===== src/rtl/xce_pkg.sv =====
package xce_pkg;

    typedef enum logic [1:0] {
        FLD_SRC = 2'd0,
        FLD_DST = 2'd1,
        FLD_CNT = 2'd2,
        FLD_CTL = 2'd3
    } fld_e;

    typedef struct packed {
        logic patch_up;
        logic irq_mute;
        logic chain_on_zero;
        logic chain_on;
        logic rpt;
    } ctl_t;

    localparam int CTL_W = $bits(ctl_t);

    typedef enum logic [1:0] {
        ST_IDLE,
        ST_FETCH,
        ST_STORE,
        ST_UPDATE
    } st_e;

endpackage


===== src/rtl/xce_step.sv =====
module xce_step
    import xce_pkg::*;
#(
    parameter int AW = 24,
    parameter int CW = 16,
    parameter int DW = 8
) (
    input  logic [AW-1:0] src,
    input  logic [AW-1:0] dst,
    input  logic [AW-1:0] src0,
    input  logic [CW-1:0] cnt,
    input  logic [CW-1:0] cnt0,
    input  ctl_t          ctl,
    output logic [AW-1:0] nsrc,
    output logic [AW-1:0] ndst,
    output logic [CW-1:0] ncnt,
    output logic          hit_zero
);
    localparam int LW = AW - DW;

    always_comb begin
        hit_zero = (cnt == CW'(1));
        ncnt     = cnt - CW'(1);
        nsrc     = src;
        ndst     = dst;
        if (ctl.rpt) begin
            nsrc = src + AW'(1);
            if (hit_zero) begin
                nsrc = src0;
                ncnt = cnt0;
            end
        end else begin
            ndst = {dst[AW-1:LW], dst[LW-1:0] + LW'(1)};
        end
    end

endmodule


===== src/rtl/xce_desc_file.sv =====
module xce_desc_file
    import xce_pkg::*;
#(
    parameter int NDESC = 2,
    parameter int AW    = 24,
    parameter int CW    = 16,
    parameter int DW    = 8,
    localparam int IW   = (NDESC > 1) ? $clog2(NDESC) : 1
) (
    input  logic          clk,
    input  logic          rst_n,
    input  logic          cfg_we,
    input  logic [IW-1:0] cfg_idx,
    input  logic [1:0]    cfg_fld,
    input  logic [AW-1:0] cfg_data,
    input  logic [IW-1:0] sel_idx,
    input  logic          upd_en,
    input  logic [AW-1:0] nsrc,
    input  logic [AW-1:0] ndst,
    input  logic [CW-1:0] ncnt,
    input  logic          patch_en,
    input  logic [DW-1:0] patch_byte,
    output logic [AW-1:0] cur_src,
    output logic [AW-1:0] cur_dst,
    output logic [AW-1:0] cur_src0,
    output logic [CW-1:0] cur_cnt,
    output logic [CW-1:0] cur_cnt0,
    output ctl_t          cur_ctl
);
    logic [AW-1:0] src_q  [NDESC];
    logic [AW-1:0] dst_q  [NDESC];
    logic [AW-1:0] src0_q [NDESC];
    logic [CW-1:0] cnt_q  [NDESC];
    logic [CW-1:0] cnt0_q [NDESC];
    ctl_t          ctl_q  [NDESC];

    fld_e fld;
    assign fld = fld_e'(cfg_fld);

    always_ff @(posedge clk or negedge rst_n) begin
        if (!rst_n) begin
            for (int i = 0; i < NDESC; i++) begin
                src_q[i]  <= '0;
                dst_q[i]  <= '0;
                src0_q[i] <= '0;
                cnt_q[i]  <= '0;
                cnt0_q[i] <= '0;
                ctl_q[i]  <= '0;
            end
        end else begin
            for (int i = 0; i < NDESC; i++) begin
                if (cfg_we && cfg_idx == IW'(i)) begin
                    unique case (fld)
                        FLD_SRC: begin
                            src_q[i]  <= cfg_data;
                            src0_q[i] <= cfg_data;
                        end
                        FLD_DST: dst_q[i] <= cfg_data;
                        FLD_CNT: begin
                            cnt_q[i]  <= cfg_data[CW-1:0];
                            cnt0_q[i] <= cfg_data[CW-1:0];
                        end
                        FLD_CTL: ctl_q[i] <= ctl_t'(cfg_data[CTL_W-1:0]);
                    endcase
                end else if (upd_en && sel_idx == IW'(i)) begin
                    src_q[i] <= nsrc;
                    dst_q[i] <= ndst;
                    cnt_q[i] <= ncnt;
                end
            end
            if (patch_en) begin
                dst_q[0][AW-1 -: DW] <= patch_byte;
            end
        end
    end

    assign cur_src  = src_q[sel_idx];
    assign cur_dst  = dst_q[sel_idx];
    assign cur_src0 = src0_q[sel_idx];
    assign cur_cnt  = cnt_q[sel_idx];
    assign cur_cnt0 = cnt0_q[sel_idx];
    assign cur_ctl  = ctl_q[sel_idx];


    reload_chk: assert property (@(posedge clk) disable iff (!rst_n)
        (upd_en && !cfg_we && cur_ctl.rpt && cur_cnt == CW'(1))
            |=> (cnt_q[$past(sel_idx)] == cnt0_q[$past(sel_idx)]
                 && src_q[$past(sel_idx)] == src0_q[$past(sel_idx)]));


    patch_chk: assert property (@(posedge clk) disable iff (!rst_n)
        patch_en |=> (dst_q[0][AW-1 -: DW] == $past(patch_byte)));

endmodule


===== src/rtl/xce_ctrl.sv =====
module xce_ctrl
    import xce_pkg::*;
#(
    parameter int NDESC = 2,
    localparam int IW   = (NDESC > 1) ? $clog2(NDESC) : 1,
    localparam int LAST = NDESC - 1
) (
    input  logic          clk,
    input  logic          rst_n,
    input  logic          trig,
    input  logic          mem_ready,
    input  ctl_t          cur_ctl,
    input  logic          hit_zero,
    output logic          mem_req,
    output logic          mem_we,
    output logic          fetch_ph,
    output logic          cap_en,
    output logic          upd_en,
    output logic          patch_en,
    output logic [IW-1:0] cur_idx,
    output logic          busy,
    output logic          irq
);
    st_e           st_q, st_d;
    logic          pend_q;
    logic [IW-1:0] idx_q;
    logic          irq_q;
    logic          chain_go;

    assign chain_go = cur_ctl.chain_on
                   && (!cur_ctl.chain_on_zero || hit_zero)
                   && (idx_q != IW'(LAST));

    always_comb begin
        st_d = st_q;
        unique case (st_q)
            ST_IDLE:   if (trig || pend_q) st_d = ST_FETCH;
            ST_FETCH:  if (mem_ready) st_d = cur_ctl.patch_up ? ST_UPDATE : ST_STORE;
            ST_STORE:  if (mem_ready) st_d = ST_UPDATE;
            ST_UPDATE: st_d = (chain_go || pend_q || trig) ? ST_FETCH : ST_IDLE;
        endcase
    end

    always_ff @(posedge clk or negedge rst_n) begin
        if (!rst_n) st_q <= ST_IDLE;
        else        st_q <= st_d;
    end

    always_ff @(posedge clk or negedge rst_n) begin
        if (!rst_n) begin
            pend_q <= 1'b0;
            idx_q  <= '0;
            irq_q  <= 1'b0;
        end else begin
            irq_q <= (st_q == ST_UPDATE) && !cur_ctl.rpt && hit_zero && !cur_ctl.irq_mute;
            if (st_q == ST_IDLE) begin
                pend_q <= 1'b0;
                idx_q  <= '0;
            end else if (st_q == ST_UPDATE && !chain_go) begin
                pend_q <= 1'b0;
                idx_q  <= '0;
            end else begin
                if (trig) pend_q <= 1'b1;
                if (st_q == ST_UPDATE) idx_q <= idx_q + IW'(1);
            end
        end
    end

    always_comb begin
        mem_req  = (st_q == ST_FETCH) || (st_q == ST_STORE);
        mem_we   = (st_q == ST_STORE);
        fetch_ph = (st_q == ST_FETCH);
        cap_en   = (st_q == ST_FETCH) && mem_ready;
        upd_en   = (st_q == ST_UPDATE);
        patch_en = (st_q == ST_UPDATE) && cur_ctl.patch_up;
        busy     = (st_q != ST_IDLE);
        cur_idx  = idx_q;
        irq      = irq_q;
    end


    irq_src_chk: assert property (@(posedge clk) disable iff (!rst_n)
        irq |-> $past(upd_en && !cur_ctl.rpt && !cur_ctl.irq_mute && hit_zero));


    chain_zero_chk: assert property (@(posedge clk) disable iff (!rst_n)
        (upd_en && idx_q == '0 && cur_ctl.chain_on && cur_ctl.chain_on_zero && !hit_zero)
            |=> (idx_q == '0));


    idle_stay_chk: assert property (@(posedge clk) disable iff (!rst_n)
        (!busy && !trig && !pend_q) |=> !busy);

endmodule


===== src/rtl/xfer_chain_engine.sv =====
module xfer_chain_engine
    import xce_pkg::*;
#(
    parameter int NDESC = 2,
    parameter int AW    = 24,
    parameter int CW    = 16,
    parameter int DW    = 8,
    localparam int IW   = (NDESC > 1) ? $clog2(NDESC) : 1
) (
    input  logic          clk,
    input  logic          rst_n,
    input  logic          xfer_trig,
    input  logic          cfg_we,
    input  logic [IW-1:0] cfg_idx,
    input  logic [1:0]    cfg_fld,
    input  logic [AW-1:0] cfg_data,
    output logic          mem_req,
    output logic          mem_we,
    output logic [AW-1:0] mem_addr,
    output logic [DW-1:0] mem_wdata,
    input  logic [DW-1:0] mem_rdata,
    input  logic          mem_ready,
    output logic          busy,
    output logic          irq_req
);
    logic [AW-1:0] cur_src, cur_dst, cur_src0, nsrc, ndst;
    logic [CW-1:0] cur_cnt, cur_cnt0, ncnt;
    ctl_t          cur_ctl;
    logic          hit_zero, fetch_ph, cap_en, upd_en, patch_en;
    logic [IW-1:0] cur_idx;
    logic [DW-1:0] rd_q;

    xce_ctrl #(.NDESC(NDESC)) u_ctrl (
        .clk      (clk),
        .rst_n    (rst_n),
        .trig     (xfer_trig),
        .mem_ready(mem_ready),
        .cur_ctl  (cur_ctl),
        .hit_zero (hit_zero),
        .mem_req  (mem_req),
        .mem_we   (mem_we),
        .fetch_ph (fetch_ph),
        .cap_en   (cap_en),
        .upd_en   (upd_en),
        .patch_en (patch_en),
        .cur_idx  (cur_idx),
        .busy     (busy),
        .irq      (irq_req)
    );

    xce_desc_file #(.NDESC(NDESC), .AW(AW), .CW(CW), .DW(DW)) u_desc (
        .clk       (clk),
        .rst_n     (rst_n),
        .cfg_we    (cfg_we && !busy),
        .cfg_idx   (cfg_idx),
        .cfg_fld   (cfg_fld),
        .cfg_data  (cfg_data),
        .sel_idx   (cur_idx),
        .upd_en    (upd_en),
        .nsrc      (nsrc),
        .ndst      (ndst),
        .ncnt      (ncnt),
        .patch_en  (patch_en),
        .patch_byte(rd_q),
        .cur_src   (cur_src),
        .cur_dst   (cur_dst),
        .cur_src0  (cur_src0),
        .cur_cnt   (cur_cnt),
        .cur_cnt0  (cur_cnt0),
        .cur_ctl   (cur_ctl)
    );

    xce_step #(.AW(AW), .CW(CW), .DW(DW)) u_step (
        .src     (cur_src),
        .dst     (cur_dst),
        .src0    (cur_src0),
        .cnt     (cur_cnt),
        .cnt0    (cur_cnt0),
        .ctl     (cur_ctl),
        .nsrc    (nsrc),
        .ndst    (ndst),
        .ncnt    (ncnt),
        .hit_zero(hit_zero)
    );

    always_ff @(posedge clk or negedge rst_n) begin
        if (!rst_n)      rd_q <= '0;
        else if (cap_en) rd_q <= mem_rdata;
    end

    assign mem_addr  = fetch_ph ? cur_src : cur_dst;
    assign mem_wdata = rd_q;


    hold_chk: assert property (@(posedge clk) disable iff (!rst_n)
        (mem_req && !mem_ready) |=> (mem_req && $stable(mem_addr) && $stable(mem_we)));


    no_patch_write_chk: assert property (@(posedge clk) disable iff (!rst_n)
        (fetch_ph && mem_ready && cur_ctl.patch_up) |=> !mem_req);

endmodule


===== config.mk =====
export PLATFORM = sky130hd
export DESIGN_NAME = xfer_chain_engine
export DESIGN_NICKNAME = d
export VERILOG_FILES = /design/src/rtl/xce_pkg.sv /design/src/rtl/xce_step.sv /design/src/rtl/xce_desc_file.sv /design/src/rtl/xce_ctrl.sv /design/src/rtl/xfer_chain_engine.sv
export SDC_FILE = /design/constraint.sdc
export NUM_CORES = 1
export LEC_CHECK = 0
export ABC_AREA = 1
export ABC_CLOCK_PERIOD_IN_PS = 2920
export BUFFER_PORTS_ARGS = -buffer_cell sky130_fd_sc_hd__buf_2
export CORE_ASPECT_RATIO = 0.9
export CORE_MARGIN = 4
export CORE_UTILIZATION = 56
export CTS_CLUSTER_SIZE = 16
export DETAILED_ROUTE_END_ITERATION = 12
export GPL_ROUTABILITY_DRIVEN = 1
export PLACE_DENSITY_LB_ADDON = 0.1
export REMOVE_ABC_BUFFERS = 1
export SYNTH_ARGS = -nofsm -noshare
export SYNTH_HDL_FRONTEND = slang
export SYNTH_HIERARCHICAL = 1
export SYNTH_SLANG_ARGS = --single-unit

===== constraint.sdc =====
create_clock -name clk -period 2.92 [get_ports clk]
set_clock_uncertainty 0.15 [all_clocks]
set_input_delay 0.438 -clock clk [delete_from_list [all_inputs] [get_ports clk]]
set_output_delay 0.438 -clock clk [all_outputs]
set_load 0.02 [all_outputs]

# ---- Yosys cells after proc, flatten, opt, wreduce, memory -nomap -nowiden
# Cells that the tools add are included.
dict set report classes {
  n_mux 52
  order_cmp 1
  bitwise_logic 3
  add_sub_neg 4
  eq_ne 17
  reduce_logical 45
}
# operator n
set ops {}
lappend ops {{$mux 24} 22}
lappend ops {{$mux 16} 14}
lappend ops {{$reduce_and 2->1} 13}
lappend ops {{$add 24x1->24 const B} 1}
lappend ops {{$add 16x1->16 const B} 1}
lappend ops {{$eq 16x1->1 const B} 1}
lappend ops {{$sub 16x1->16 const B} 1}
lappend ops {{$mux 5} 3}
lappend ops {{$ne 2x2->1 const B} 7}
lappend ops {{$logic_and 1x1->1} 13}
lappend ops {{$reduce_bool 3->1} 3}
lappend ops {{$eq 2x2->1 const B} 4}
lappend ops {{$mux 1} 8}
lappend ops {{$mux 8} 1}
lappend ops {{$pmux 2 s4} 1}
lappend ops {{$mux 2} 3}
lappend ops {{$reduce_bool 2->1} 3}
lappend ops {{$logic_not 1->1} 5}
lappend ops {{$logic_or 1x1->1} 5}
lappend ops {{$eq 2x1->1 const B} 2}
lappend ops {{$logic_not 2->1} 2}
lappend ops {{$ne 2x1->1 const B} 2}
lappend ops {{$ne 3x3->1 const B} 1}
lappend ops {{$reduce_and 3->1} 1}
lappend ops {{4 further kinds} 5}
dict set report word_totals {
  elab_cells 148
  out_inout_bits 36
  input_bits 40
  register_bits 231
}

# ---- Longest topological paths before layout
dict set report logic_depth {
  depth_word 12
  mapped_depth 19
  mapped_depth_nobuf 15
}

# ---- Hierarchy
# The synthesis kept the hierarchy.
# mod area_per_inst_um2 n_inst cells_per_inst seq_area_each_um2
set modules_own_cells {}
lappend modules_own_cells {xce_desc_file 10746.6 1 1447 5455.2}
lappend modules_own_cells {xce_step 2322.2 1 492 0.0}
lappend modules_own_cells {xfer_chain_engine 686.9 1 114 200.2}
lappend modules_own_cells {xce_ctrl 334.1 1 43 125.1}

# ---- Least setup slack after synthesis
# Ideal clock, no wire load.
dict set report synth_path {
  path_type {reg-to-reg}
  startpoint {reg u_ctrl.idx_q, in the netlist u_ctrl/cur_idx}
  endpoint {reg u_desc/dst_q[14] (netlist name)}
  synth_period_minus_slack_ns 2.738
  path_buffers 3
  path_slack_ns 0.182
  arrival_time_ns 2.458
  required_time_ns 2.640
  setup_time_ns 0.130
  stages_incl_launch_ff 17
  cell_sequence {dfrtp_1 buf_2 clkbuf_1 buf_2 nand2_1 o21ai_0 ha_1 nand2_1 nor2_1 nand2_1 nor2_1 nand3_1 xor2_1 inv_1 o21ai_0 nand2_1 o21ai_0}
}
dict set report synth_between {
  elab_chain_cells 8
  elab_cells_between_ends 14
  classes_between {1 x add/sub; 9 x mux; 1 x bitwise; 3 x reduce/logical}
}
# element line
set synth_rtl {}
lappend synth_rtl {{from (decl)} xce_ctrl.sv:26} ;# logic [IW-1:0] idx_q;
lappend synth_rtl {{from (signal assigned)} xce_ctrl.sv:64} ;# if (st_q == ST_UPDATE) idx_q <= idx_q + IW'(1);
lappend synth_rtl {{$not 1->2 (not written as such)} xce_desc_file.sv:78} ;# assign cur_dst = dst_q[sel_idx];
lappend synth_rtl {{$mux 24 (not written as such) (3 in a row)} xce_desc_file.sv:78}
lappend synth_rtl {{net cur_dst[0]} xfer_chain_engine.sv:26} ;# logic [AW-1:0] cur_src, cur_dst, cur_src0, nsrc, ndst;
lappend synth_rtl {{$add 16x1->16} xce_step.sv:33} ;# ndst = {dst[AW-1:LW], dst[LW-1:0] + LW'(1)};
lappend synth_rtl {{$mux 16} xce_step.sv:26} ;# if (ctl.rpt) begin
lappend synth_rtl {{net ndst[14]} xfer_chain_engine.sv:26}
lappend synth_rtl {{$mux 24} xce_desc_file.sv:65} ;# end else if (upd_en && sel_idx == IW'(i)) begin
lappend synth_rtl {{$mux 24} xce_desc_file.sv:52} ;# if (cfg_we && cfg_idx == IW'(i)) begin
lappend synth_rtl {{to (signal, indexed assignment)} xce_desc_file.sv:58} ;# FLD_DST: dst_q[i] <= cfg_data;
lappend synth_rtl {{to (signal, indexed assignment)} xce_desc_file.sv:67} ;# dst_q[i] <= ndst;
lappend synth_rtl {{to (signal, indexed assignment)} xce_desc_file.sv:72} ;# dst_q[0][AW-1 -: DW] <= patch_byte;
lappend synth_rtl {{to (decl)} xce_desc_file.sv:31} ;# logic [AW-1:0] dst_q [NDESC];
# The timed path passes the listed nets, and every way through them passes these cells. The select of a mux whose other input is x is not followed.
# A chain may end at the register's enable or synchronous reset.

# ---- Worst setup path in the final report
dict set report layout_path {
  startpoint {reg u_ctrl.idx_q, in the netlist u_ctrl/cur_idx}
  endpoint {reg u_desc/dst_q[38] (netlist name)}
}
# The elaborated chain is that of the path after synthesis.

==> flow_summary.toml <==
[placed_design]
globalplace.congestion = 0.945
hpwl_mm = 29.6
port_buffers = 75
placed_cell_area_sq_um = 15000

[routing]
drc = 0
drtAntennaViolNets = 0
num_vias = 14000
routed_via_density = 5.51
drtPass1Iterations = 5
routed_wl_mm = 44.0
wire_per_inst_um = 17.3
drt-initial-drc-count = 1694

[synth]
yosysWarnings = 6
ys_types = 40
yosys-top-cells-area = "dfrtp_1 41%, nand2_1 22%, o21ai_0 13%, inv_1 6.3%, nand3_1 4.0%"
netlist_area_sq_um = 14100
synth-seq-area-share = 0.410
syn_inst = 2096
yosysTopAreaCell = "dfrtp_1"
avgSynthCellArea_sq_um = 6.72
synth-seq-cells = 231
synth_top_area_frac = 0.410

[die]
die_w_um = 175
io_pins = 76
start_util = 0.574
die-area_sq_um = 27800
std_cell_rows = 54
die_y_um = 158
core_area_sq_um = 24500

[finish]
layout_common_cells = "836 x nand2_1, 336 x o21ai_0, 235 x inv_1, 230 x dfrtp_1, 114 x nand3_1"
drive_above_1_share = 0.124
antennaDiodeCount = 0
area_growth_pct = 14.9
layout_commonest_cell = "nand2_1"
post-route-util = 0.660
nNetsFinal = 2239
fin_area_sq_um = 16200

[worst_setup_path]
criticalPathCategory = "flip-flop to flip-flop"
crit-reg2reg-launch = "u_ctrl/cur_idx"
arrival_ns = 3.13
worstPathRequired_ns = 3.23
reg2reg_to = "u_desc/dst_q[38]"
worst_r2r_path_depth = 13
worstPathMaxFanout = 45
cp-end-kind = "flip-flop"
critPathLaunchType = "flip-flop"
rrSetupSlack_ns = 0.09

[sta]
fmax_mhz = 354
finalHoldViolCount = 0
grt_setup_unrepaired = "yes"
tightest_slew_ns = 0.883
setup_violations = 0
maxSlewHeadroom = 0.411
slew_viol_final = 0
fin_crit_ns = 2.83
holdWs_ns = 0.0242
period_share = 0.968

[pwr]
ir_worst_vdd_mv = 1.11
power_w = 0.0180
power_leakage_nw = 8.22
power.density_nw_per_um2 = 1110

[global_route]
grt_overflow_total = 0
grt_first_pass_wirelength_mm = 70.1
grt_util_all_layers = 0.316
antenna_found_initial = 1
grt_max_degree = 79
grt_pass1_vias = 13200

[outcome]
status = "complete, no violations"

[clocking]
cts_root_buffer = "clkbuf_16"
tritoncts = "yes"
path_clk_slew_ns = 0.06
htree_num_levels = 1
cts_buffer_depth = 3
clock_latency_ns = 0.54
cts.sinks = 231
numCtsBuffers = 27

[run]
max_cap_violations = 0

[hold_path]
holdPathStages = 3
min_path_type = "input port to flip-flop"
hold-path-endpoint = "u_desc/ctl_q[1]"
hp-start = "cfg_data[1]"
[worst max-delay path: stages (launching register included)]
cell	delay, ns
dfrtp_4	0.50
buf_12	0.19
o21ai_0	0.32
ha_1	0.27
nand2_1	0.08
nor2_1	0.19
nand2_1	0.20
nor2_1	0.20
nand3_1	0.12
xor2_1	0.15
inv_1	0.06
o21ai_0	0.16
nand2_1	0.07
o21ai_0	0.07
[cells by family (layout without fill, tap and decap cells)]
family	count (synthesis)	after routing	synth area share
AND/OR/NAND/NOR	1088	1088	0.317
AO/OA/AOI/OAI	387	387	0.139
XOR/XNOR	27	27	0.0168
flip-flops	231	231	0.410
buffers and inverters	355	470	0.110
adder cells (fa/ha/maj)	8	8	0.00710
[how the worst max path moves through the flow]
stage                               from                to  slack, ns  depth (start not counted)
after floorplan           u_ctrl/cur_idx  u_desc/src_q[27]      -5.87                         12
after global placement    u_ctrl/cur_idx  u_desc/src_q[20]       0.06                         15
after detailed placement  u_ctrl/cur_idx  u_desc/src_q[20]       0.02                         15
after CTS                 u_ctrl/cur_idx  u_desc/src_q[44]       0.02                         15
after global routing      u_ctrl/cur_idx  u_desc/src_q[36]      -0.09                         16
final                     u_ctrl/cur_idx  u_desc/dst_q[38]       0.09                         13
[per-stage QoR]
stage | setup slack, ns | std cells | setup TNS (ns)
global route | -0.0920 | 2547 | -0.665
global placement | 0.0571 | 2483 | 0
finish | 0.0926 | 2547 | 0
detailed placement | 0.0166 | 2483 | 0
CTS | 0.0191 | 2541 | 0
floorplan | -5.87 | 1984 | -699.93
[synthesized netlist by cell type]
cell type	n
nand2_1	836
o21ai_0	352
inv_1	236
dfrtp_1	231
nand3_1	114
nor2_1	73
clkbuf_1	48
buf_2	28
o21ai_1	22
xor2_1	22
nand2_2	19
buf_4	15
buf_6	13
nand4_1	10
ha_1	8
a21oi_1	7
nor2_2	7
nor3_1	7
buf_1	6
nand3_2	5
nor2_4	5
xnor2_1	5
inv_2	4
or2_0	4
clkinv_1	2
nor3_4	2
or2_2	2
a21boi_0	1
buf_12	1
clkbuf_8	1
inv_8	1
nand3_4	1
nand3b_1	1
nor3_2	1
o211ai_1	1
o21a_1	1
o21ai_2	1
o21bai_1	1
o21bai_2	1
or2_1	1
[flip-flops by register name, indices dropped and copies added, names as in the netlist]
name,flops
u_desc/cnt0_q,32
u_desc/cnt_q,32
u_desc/src0_q,48
u_ctrl/st_q,2
u_desc/src_q,48
mem_wdata,8
u_ctrl/pend_q,1
u_desc/ctl_q,10
u_ctrl/cur_idx,1
u_ctrl/irq,1
u_desc/dst_q,48
[metal layers]
layer | wire [um] | GRT usage | part of all wire
met1 | 19500 | 0.467 | 0.44
met2 | 19200 | 0.485 | 0.44
met3 | 4080 | 0.0470 | 0.093
met4 | 1250 | 0.0950 | 0.028
met5 | 11 | 0 | 0.00025
[where the power goes]
part	internal [W]	switching, W
sequential	0.00449	0.000609
combinational	0.00314	0.00622
clock	0.00214	0.00139
[cell type report]
class                      count  area (sq um)
sequential                   231          5780
clock buffer                  40           835
fill                        2279          8340
inverter                     243           922
clock inverter                 9           100
tap                          336           420
timing repair buffer         178          1300
multi-input combinational   1510          6820
[timing repair]
item                       4_1_cts  5_1_grt
setup buffers                    0        6
setup endpoints to repair        5       79
resized for setup                1       33
hold endpoints to repair        81        0
pin swaps                        0        4
hold buffers                     9        0
Power figures use the tool's default switching activity.
